--- src/rtl/priv_win_pkg.sv ---
`timescale 1ns/1ps
package priv_win_pkg;
  localparam int unsigned CORE_W   = 2;
  localparam int unsigned IRQ_ID_W = 5;
  localparam int unsigned TMR_ID   = 29;
  localparam int unsigned WDT_ID   = 30;
  localparam logic [3:0]  PG_CPUIF = 4'd1;
  localparam logic [3:0]  PG_TMR   = 4'd6;

  typedef enum logic [2:0] {
    WIN_NONE, WIN_SCU, WIN_CPUIF, WIN_TMR, WIN_WDT, WIN_DIST
  } win_e;
endpackage

--- src/rtl/priv_addr_dec.sv ---
`timescale 1ns/1ps
module priv_addr_dec
  import priv_win_pkg::*;
#(
  parameter int unsigned NUM_CORES = 4
) (
  input  logic [12:0] addr_i,
  output win_e        win_o,
  output logic [2:0]  idx_o,
  output logic [11:0] offs_o
);
  localparam logic [3:0] CPUIF_LAST = 4'(PG_CPUIF + NUM_CORES);
  localparam logic [3:0] TMR_LAST   = 4'(PG_TMR + NUM_CORES);

  logic [3:0] page;
  assign page = addr_i[11:8];

  always_comb begin
    win_o  = WIN_NONE;
    idx_o  = '0;
    offs_o = '0;
    if (addr_i[12]) begin
      win_o  = WIN_DIST;
      offs_o = addr_i[11:0];
    end else if (page == 4'd0) begin
      win_o = WIN_SCU;
    end else if (page <= CPUIF_LAST) begin
      win_o  = WIN_CPUIF;
      idx_o  = 3'(page - PG_CPUIF);
      offs_o = {4'd0, addr_i[7:0]};
    end else if (page >= PG_TMR && page <= TMR_LAST) begin
      idx_o = 3'(page - PG_TMR);
      // timer at +0x00, watchdog at +0x20, rest of page unmapped
      if (addr_i[7:5] == 3'd0) begin
        win_o  = WIN_TMR;
        offs_o = {7'd0, addr_i[4:0]};
      end else if (addr_i[7:5] == 3'd1) begin
        win_o  = WIN_WDT;
        offs_o = {7'd0, addr_i[4:0]};
      end
    end
  end
endmodule

--- src/rtl/priv_scu_regs.sv ---
`timescale 1ns/1ps
module priv_scu_regs #(
  parameter int unsigned NUM_CORES = 4,
  parameter int unsigned DATA_W    = 32
) (
  input  logic              clk_i,
  input  logic              rst_ni,
  input  logic              acc_i,
  input  logic              hole_i,
  input  logic              we_i,
  input  logic [7:0]        offs_i,
  input  logic [DATA_W-1:0] wdata_i,
  output logic              rsp_vld_o,
  output logic              rsp_err_o,
  output logic [DATA_W-1:0] rsp_rdata_o
);
  localparam logic [DATA_W-1:0] CFG_WORD =
    DATA_W'(((32'd1 << NUM_CORES) - 32'd1) << 4) | DATA_W'(NUM_CORES - 1);

  logic              ctrl_q;
  logic [DATA_W-1:0] rd;
  logic              err;

  always_comb begin
    rd  = '0;
    err = 1'b0;
    if (hole_i) begin
      err = 1'b1;
    end else if (we_i) begin
      case (offs_i)
        8'h00, 8'h0C: err = 1'b0;
        default:      err = 1'b1;
      endcase
    end else begin
      case (offs_i)
        8'h00:        rd = {{(DATA_W-1){1'b0}}, ctrl_q};
        8'h04:        rd = CFG_WORD;
        8'h08, 8'h0C: rd = '0;
        default:      err = 1'b1;
      endcase
    end
  end

  always_ff @(posedge clk_i or negedge rst_ni) begin
    if (!rst_ni) begin
      ctrl_q      <= 1'b0;
      rsp_vld_o   <= 1'b0;
      rsp_err_o   <= 1'b0;
      rsp_rdata_o <= '0;
    end else begin
      rsp_vld_o   <= acc_i | hole_i;
      rsp_err_o   <= (acc_i | hole_i) & err;
      rsp_rdata_o <= ((acc_i | hole_i) && !err) ? rd : '0;
      if (acc_i && we_i && offs_i == 8'h00) ctrl_q <= wdata_i[0];
    end
  end
endmodule

--- src/rtl/priv_irq_edge.sv ---
`timescale 1ns/1ps
module priv_irq_edge
  import priv_win_pkg::*;
#(
  parameter int unsigned NUM_LINES = 8
) (
  input  logic                 clk_i,
  input  logic                 rst_ni,
  input  logic [NUM_LINES-1:0] lvl_i,
  output logic                 vld_o,
  output logic [CORE_W-1:0]    core_o,
  output logic [IRQ_ID_W-1:0]  id_o
);
  localparam int unsigned KW = (NUM_LINES > 1) ? $clog2(NUM_LINES) : 1;

  logic [NUM_LINES-1:0] prev_q, pend_q, merged, grant;
  logic [KW-1:0]        gidx;
  logic                 found;

  always_comb begin
    merged = pend_q | (lvl_i & ~prev_q);
    grant  = '0;
    gidx   = '0;
    found  = 1'b0;
    for (int k = 0; k < NUM_LINES; k++) begin
      if (merged[k] && !found) begin
        found    = 1'b1;
        grant[k] = 1'b1;
        gidx     = KW'(k);
      end
    end
  end

  always_ff @(posedge clk_i or negedge rst_ni) begin
    if (!rst_ni) begin
      prev_q <= '0;
      pend_q <= '0;
      vld_o  <= 1'b0;
      core_o <= '0;
      id_o   <= '0;
    end else begin
      prev_q <= lvl_i;
      pend_q <= merged & ~grant;
      vld_o  <= found;
      core_o <= CORE_W'(gidx >> 1);
      id_o   <= gidx[0] ? IRQ_ID_W'(WDT_ID) : IRQ_ID_W'(TMR_ID);
    end
  end
endmodule

--- src/rtl/priv_win_dec.sv ---
`timescale 1ns/1ps
module priv_win_dec
  import priv_win_pkg::*;
#(
  parameter int unsigned NUM_CORES = 4,
  parameter int unsigned DATA_W    = 32,
  localparam int unsigned NWIN     = NUM_CORES + 1,
  localparam int unsigned NLINE    = 2 * NUM_CORES
) (
  input  logic              clk_i,
  input  logic              rst_ni,
  input  logic              req_i,
  input  logic              we_i,
  input  logic [12:0]       addr_i,
  input  logic [DATA_W-1:0] wdata_i,
  output logic              rsp_vld_o,
  output logic              rsp_err_o,
  output logic [DATA_W-1:0] rsp_rdata_o,
  output logic [NWIN-1:0]   cpuif_sel_o,
  output logic [NWIN-1:0]   tmr_sel_o,
  output logic [NWIN-1:0]   wdt_sel_o,
  output logic              dist_sel_o,
  output logic [11:0]       fwd_offs_o,
  input  logic [NLINE-1:0]  irq_lvl_i,
  output logic              pend_vld_o,
  output logic [1:0]        pend_core_o,
  output logic [4:0]        pend_id_o
);
  win_e        win;
  logic [2:0]  idx;
  logic [11:0] offs;
  logic        fwd;

  priv_addr_dec #(.NUM_CORES(NUM_CORES)) u_dec (
    .addr_i (addr_i),
    .win_o  (win),
    .idx_o  (idx),
    .offs_o (offs)
  );

  for (genvar j = 0; j < NWIN; j++) begin : g_sel
    assign cpuif_sel_o[j] = req_i && win == WIN_CPUIF && idx == 3'(j);
    assign tmr_sel_o[j]   = req_i && win == WIN_TMR   && idx == 3'(j);
    assign wdt_sel_o[j]   = req_i && win == WIN_WDT   && idx == 3'(j);
  end
  assign dist_sel_o = req_i && win == WIN_DIST;
  assign fwd        = (|cpuif_sel_o) | (|tmr_sel_o) | (|wdt_sel_o) | dist_sel_o;
  assign fwd_offs_o = fwd ? offs : '0;

  priv_scu_regs #(.NUM_CORES(NUM_CORES), .DATA_W(DATA_W)) u_scu (
    .clk_i       (clk_i),
    .rst_ni      (rst_ni),
    .acc_i       (req_i && win == WIN_SCU),
    .hole_i      (req_i && win == WIN_NONE),
    .we_i        (we_i),
    .offs_i      (addr_i[7:0]),
    .wdata_i     (wdata_i),
    .rsp_vld_o   (rsp_vld_o),
    .rsp_err_o   (rsp_err_o),
    .rsp_rdata_o (rsp_rdata_o)
  );

  priv_irq_edge #(.NUM_LINES(NLINE)) u_irq (
    .clk_i  (clk_i),
    .rst_ni (rst_ni),
    .lvl_i  (irq_lvl_i),
    .vld_o  (pend_vld_o),
    .core_o (pend_core_o),
    .id_o   (pend_id_o)
  );
endmodule

--- config.mk ---
export PLATFORM = sky130hd
export DESIGN_NAME = priv_win_dec
export DESIGN_NICKNAME = d
export VERILOG_FILES = /design/src/rtl/priv_win_pkg.sv /design/src/rtl/priv_addr_dec.sv /design/src/rtl/priv_scu_regs.sv /design/src/rtl/priv_irq_edge.sv /design/src/rtl/priv_win_dec.sv
export SDC_FILE = /design/constraint.sdc
export NUM_CORES = 1
export LEC_CHECK = 0
export ABC_AREA = 1
export ABC_CLOCK_PERIOD_IN_PS = 2000
export BUFFER_PORTS_ARGS = -buffer_cell sky130_fd_sc_hd__buf_2
export CORE_MARGIN = 8
export CORE_UTILIZATION = 42
export DETAILED_ROUTE_END_ITERATION = 8
export GPL_ROUTABILITY_DRIVEN = 1
export MAX_ROUTING_LAYER = met4
export PLACE_DENSITY = 0.81
export SLEW_MARGIN = 20
export SYNTH_ARGS = -nofsm -noshare
export SYNTH_HDL_FRONTEND = slang
export SYNTH_SLANG_ARGS = --single-unit
--- constraint.sdc ---
create_clock -name clk_i -period 2 [get_ports clk_i]
set_input_delay 0.2 -clock clk_i [delete_from_list [all_inputs] [get_ports clk_i]]
set_output_delay 0.2 -clock clk_i [all_outputs]
set_load 0.1 [all_outputs]
Yosys cells after proc, flatten, opt, wreduce, memory -nomap -nowiden. Cells that the tools add are included. W data, S select, Z words.

Register bits after elaboration: 59. Input port bits: 57. Word-level logic and storage cells: 135.

Add/subtract/negate cells: 2. Order comparisons: 3. Equal/unequal tests: 13. Multiplexer cells: 48. Bitwise gates (word level): 10. Reductions and logical operators: 50.

Operators with widths (count): $mux W32 (3); $mux W12 (6); $mux W3 (14); $logic_and A1 B1 Y1 (32); $mux W1 (20); $and A8 B8 Y8 (2); $eq A8 B4 Y1 const B (2); $not A8 Y8 (2); $pmux W8 S2 (1); $reduce_or A5 Y1 (3); $eq A3 B2 Y1 const B (4); $eq A3 B1 Y1 const B (3); $eq A3 B3 Y1 const B (3); $logic_not A3 Y1 (3); $eq A8 B3 Y1 const B (1); $logic_not A1 Y1 (8); $logic_not A8 Y1 (1); $or A8 B8 Y8 (1); $mux W2 (3); $mux W5 (1); $ge A4 B3 Y1 const B (1); $le A4 B3 Y1 const B (1); $le A4 B4 Y1 const B (1); $logic_not A4 Y1 (1); other kinds (6) (9).

Depth between registers and ports, before layout.
Word-level depth: 27. Gate-level depth with buffers: 15. Gate-level depth less buffers: 14.

By module. A second synthesis with hierarchy kept.

Cells, all modules: 285. Area total of the unflattened synthesis: 2040.7 um^2.

By module, submodules not included: priv_irq_edge (instances 1, cells an instance 78, area an instance 849.6 um^2, seq. area each 525.5 um^2); priv_scu_regs (instances 1, cells an instance 68, area an instance 495.5 um^2, seq. area each 125.1 um^2); priv_addr_dec (instances 1, cells an instance 71, area an instance 352.8 um^2, seq. area each 0.0 um^2); priv_win_dec (instances 1, cells an instance 68, area an instance 342.8 um^2, seq. area each 0.0 um^2).

Worst setup path after synthesis. OpenSTA, ideal clock, no wires.

Kind: input-to-output. Start point: input port addr_i[8]. End point: output port fwd_offs_o[0]. Arrival time: 2676 ps. Path slack: -876 ps. Stages on the path: 13. Path through: inv_1 ha_1 inv_2 nand2_1 nand2_2 nand2_4 nor2_1 nand2_1 nand2_2 nand2_4 nand3_2 nand2_2 a21oi_1.

Word-level cells in the longest chain between the ends: 14. Elaborated cells between the ends (all ways): 54.

Ends and longest elaborated chain: start, declared (line priv_win_dec.sv:14) `input logic [12:0] addr_i,`; $ge A4 B3 Y1 / $le A4 B4 Y1 (equally long branches) (line priv_addr_dec.sv:31) `end else if (page >= PG_TMR && page <= TMR_LAST) begin`; $logic_and A1 B1 Y1 (line priv_addr_dec.sv:31); $mux W3 (line priv_addr_dec.sv:31); $mux W3 (line priv_addr_dec.sv:27) `end else if (page <= CPUIF_LAST) begin`; $mux W3 (line priv_addr_dec.sv:25) `end else if (page == 4'd0) begin`; $mux W3 (line priv_addr_dec.sv:22) `if (addr_i[12]) begin`; $eq A3 B2 Y1, on equally long branches (line priv_win_dec.sv:42, priv_win_dec.sv:43); $logic_and A1 B1 Y1, on equally long branches (2 in series) (line priv_win_dec.sv:42, priv_win_dec.sv:43); $reduce_or A5 Y1 (line priv_win_dec.sv:47) `assign fwd = (|cpuif_sel_o) | (|tmr_sel_o) | (|wdt_sel_o) | dist_sel_o;`; $or A1 B1 Y1 (3 in series) (line priv_win_dec.sv:47); $mux W12 (*) (line priv_win_dec.sv:48) `assign fwd_offs_o = fwd ? offs : '0;`; end, declared (line priv_win_dec.sv:23) `output logic [11:0] fwd_offs_o,`.

Mark *: on every way between the ends. The rest lies on a longest branch, timed or not.

Worst setup path after layout.
Start point: input port addr_i[11]. End point: output port fwd_offs_o[3].

The elaborated chain is that of the path after synthesis.

==> impl_metrics.json <==
{
  "status": "complete, but fails checks",
  "violations": "setup timing",
  "hold_viol": 0,
  "nNetsFinal": 411,
  "die_w_um": 82.47,
  "r2r_slack_ps": 260,
  "clk_pin_slew_worst_paths_ps": 80,
  "grt_pass1_wl_mm": 8.424,
  "fmax_mhz": 498.3,
  "worstMarginPinSlew_ps": 538.5,
  "cp.arrival_ps": 1810,
  "power_density_mw_per_mm2": 584.8,
  "seq_area_frac_synth": 0.3506,
  "worst_path_most_repeated_cell": "nand2_8",
  "slew_headroom": 0.6410,
  "setup-tns-final_ps": -6.653,
  "post-route-util": 0.7701,
  "drc": 0,
  "finalSetupViolCount": 1,
  "grt_pass1_vias": 1967,
  "track_usage": 0.1594,
  "cts_tree": "built",
  "drt-vias-per-instance": 4.873,
  "timing.final.crit_period_ps": 2007,
  "mostFrequentLayoutCells": "nand2_1 (43), buf_2 (39), inv_1 (32)",
  "path_max_fanout": 8,
  "netlist-cell-type-count": 22,
  "place_ws_ps": -174.0,
  "routed_wl_mm": 6.038,
  "worstSkewPairLatency_ps": 260,
  "cp_num_buf_inv": 4,
  "required_ps": 1800,
  "rsz0062_at_grt": "true",
  "vdd_drop_max_v": 0.0003770,
  "clock_sinks": 26,
  "dr.pass1.iters": 5,
  "antenna_found_initial": 0,
  "root_buffer": "clkbuf_8",
  "setup_slack_ps": -6.653,
  "synth_seq_cells": 26,
  "core_area_mm2": 0.004294,
  "drive_above_1_share": 0.4986,
  "dr_total_vias": 1954,
  "syn_area_mm2": 0.001856,
  "grt_overflow": 0,
  "fin_crit_sh": 1.003,
  "p_leak_nw": 1.555,
  "num-fill-cells": 242,
  "cp_top_family": "simple AND/OR/NAND/NOR gates",
  "initial_core_util": 0.4321,
  "place_area_mm2": 0.002830,
  "io_buffer_count": 69,
  "numCtsBuffers": 3,
  "worstPathCellList": "buf_2, inv_1, nand3_2, nand2_8, inv_4, nand2_2, nand2_1, nand2_2, nand2_4, nand2_8, nand2_8, a21oi_4, buf_12",
  "yosysTopAreaCell": "dfrtp_1",
  "clock_path_buffers": 2,
  "final_area_mm2": 0.003307,
  "final_antenna_net_count": 0,
  "dieArea_mm2": 0.006800,
  "synth.area.top_cells": "dfrtp_1 (35%), buf_4 (13%), nand2_1 (12%)",
  "antenna_cells": 0,
  "hpwl_mm": 4.309,
  "worstSetupStartpointType": "input pin",
  "initialDrtViolationCount": 96,
  "multi_input_area_mm2": 0.001361,
  "pin_count": 127,
  "cp-end-kind": "output port",
  "maxCapViolCount": 0,
  "worstSetupPathType": "input pin to output port",
  "grt_max_degree": 27,
  "seq_area_um2": 650.6,
  "rows": 24,
  "yosys_warnings": 0,
  "syn_to_final_growth_pct": 78.22,
  "cp_slowest_stage_delay_ps": 200,
  "synth_top_area_frac": 0.3506,
  "gp_congestion": 0.8851,
  "avgSynthCellArea_um2": 7.137,
  "htreeDepth": 1,
  "synthCells": 260,
  "final_common_cell": "nand2_1",
  "wl_per_cell_um": 15.06,
  "die_h_um": 82.47,
  "hold_class": "input pin to register",
  "cp_slowest_cell": "a21oi_4",
  "final_max_slew_viol_count": 0,
  "skew_ps": 1.818
}
## registers in the layout (all words and copies together) (netlist names)
signal	count
u_irq.prev_q	8
u_irq.pend_q	7
u_irq.id_o	3
u_irq.core_o	2
u_scu.rsp_rdata_o	2
u_irq.vld_o	1
u_scu.ctrl_q	1
u_scu.rsp_err_o	1
u_scu.rsp_vld_o	1
## where the power goes
group | switching, mW | total [mW] | internal (mW) | leakage (nW)
Sequential | 0.0108 | 0.576 | 0.565 | 0.309
Combinational | 0.788 | 1.03 | 0.242 | 1.22
Clock | 0.152 | 0.328 | 0.176 | 0.0288
## final cells by class
class                           instances  share of cell area
Tap cell                               52             0.01967
Multi-Input combinational cell        185              0.4117
Sequential cell                        26              0.1967
Inverter                               41             0.05600
Clock buffer                            4             0.01665
Timing Repair Buffer                   93              0.2993
## logic make-up (layout without fill, tap and decap cells)
kind of cell	Yosys count	in the layout	share of synthesized area
AND/OR/NAND/NOR	120	121	0.2751
flip-flops	26	26	0.3506
AO/OA/AOI/OAI	33	33	0.1227
buffers and inverters	75	138	0.2205
other	2	27	0.004047
adder cells (fa/ha/maj)	4	4	0.02697
## per-layer routing
layer | global-route usage | share of wire
met1 | 0.1490 | 0.33
met2 | 0.3117 | 0.56
met4 | 0.04035 | 0.030
met5 | - | 0
met3 | 0.04004 | 0.083
## worst reg2reg max path: cells and delay by family (launching register included)
| kind | cells | cell delay [ps] |
|---|---|---|
| DFF | 1 | 350 |
| buffers and inverters | 3 | 200 |
| and+or+nand+nor | 10 | 1100 |
## timing repair
item                       4_1_cts  5_1_grt
hold buffers                     1        0
gates cloned                     1        0
hold endpoints to repair        26        0
setup endpoints to repair       27       27
buffers inserted                 3        2
resized for setup               33       53
pin swaps                       14       23
## final timing paths
path / to / cells past startpoint / from
min in group asynchronous: u_irq.id_o[3] / 2 / rst_ni
max in group asynchronous: u_scu.rsp_err_o / 2 / rst_ni
setup / recovery: fwd_offs_o[3] / 13 / addr_i[11]
hold / removal: u_irq.prev_q[0] / 1 / irq_lvl_i[0]
setup reg to reg: u_irq.id_o[0] / 13 / u_irq.prev_q[1]
hold reg to reg: u_irq.pend_q[1] / 1 / u_irq.prev_q[0]
## metrics by stage
stage               hold slack, ps  cells  power (mW)
CTS                          46.36    399       1.868
floorplan                   -95.59    285       1.319
global placement             203.4    390       1.475
finish                       51.59    401       1.934
detailed placement           214.8    390       1.493
global route                 35.01    401       2.014
## Yosys cell counts
library cell  count
dfrtp_1          26
ha_1              4
o21ai_0           8
buf_1             1
inv_1            39
a31oi_1           1
a21oi_1          10
a21o_1            1
nand3_2           2
nand3_1          12
a21oi_4           2
buf_6             1
nor2_1           35
a21oi_2           9
o22ai_1           2
nor3_1            4
nand2_1          60
nand2_2           5
conb_1            2
inv_2             2
buf_4            32
nand2_4           2
(Power assumes the default switching activity.)
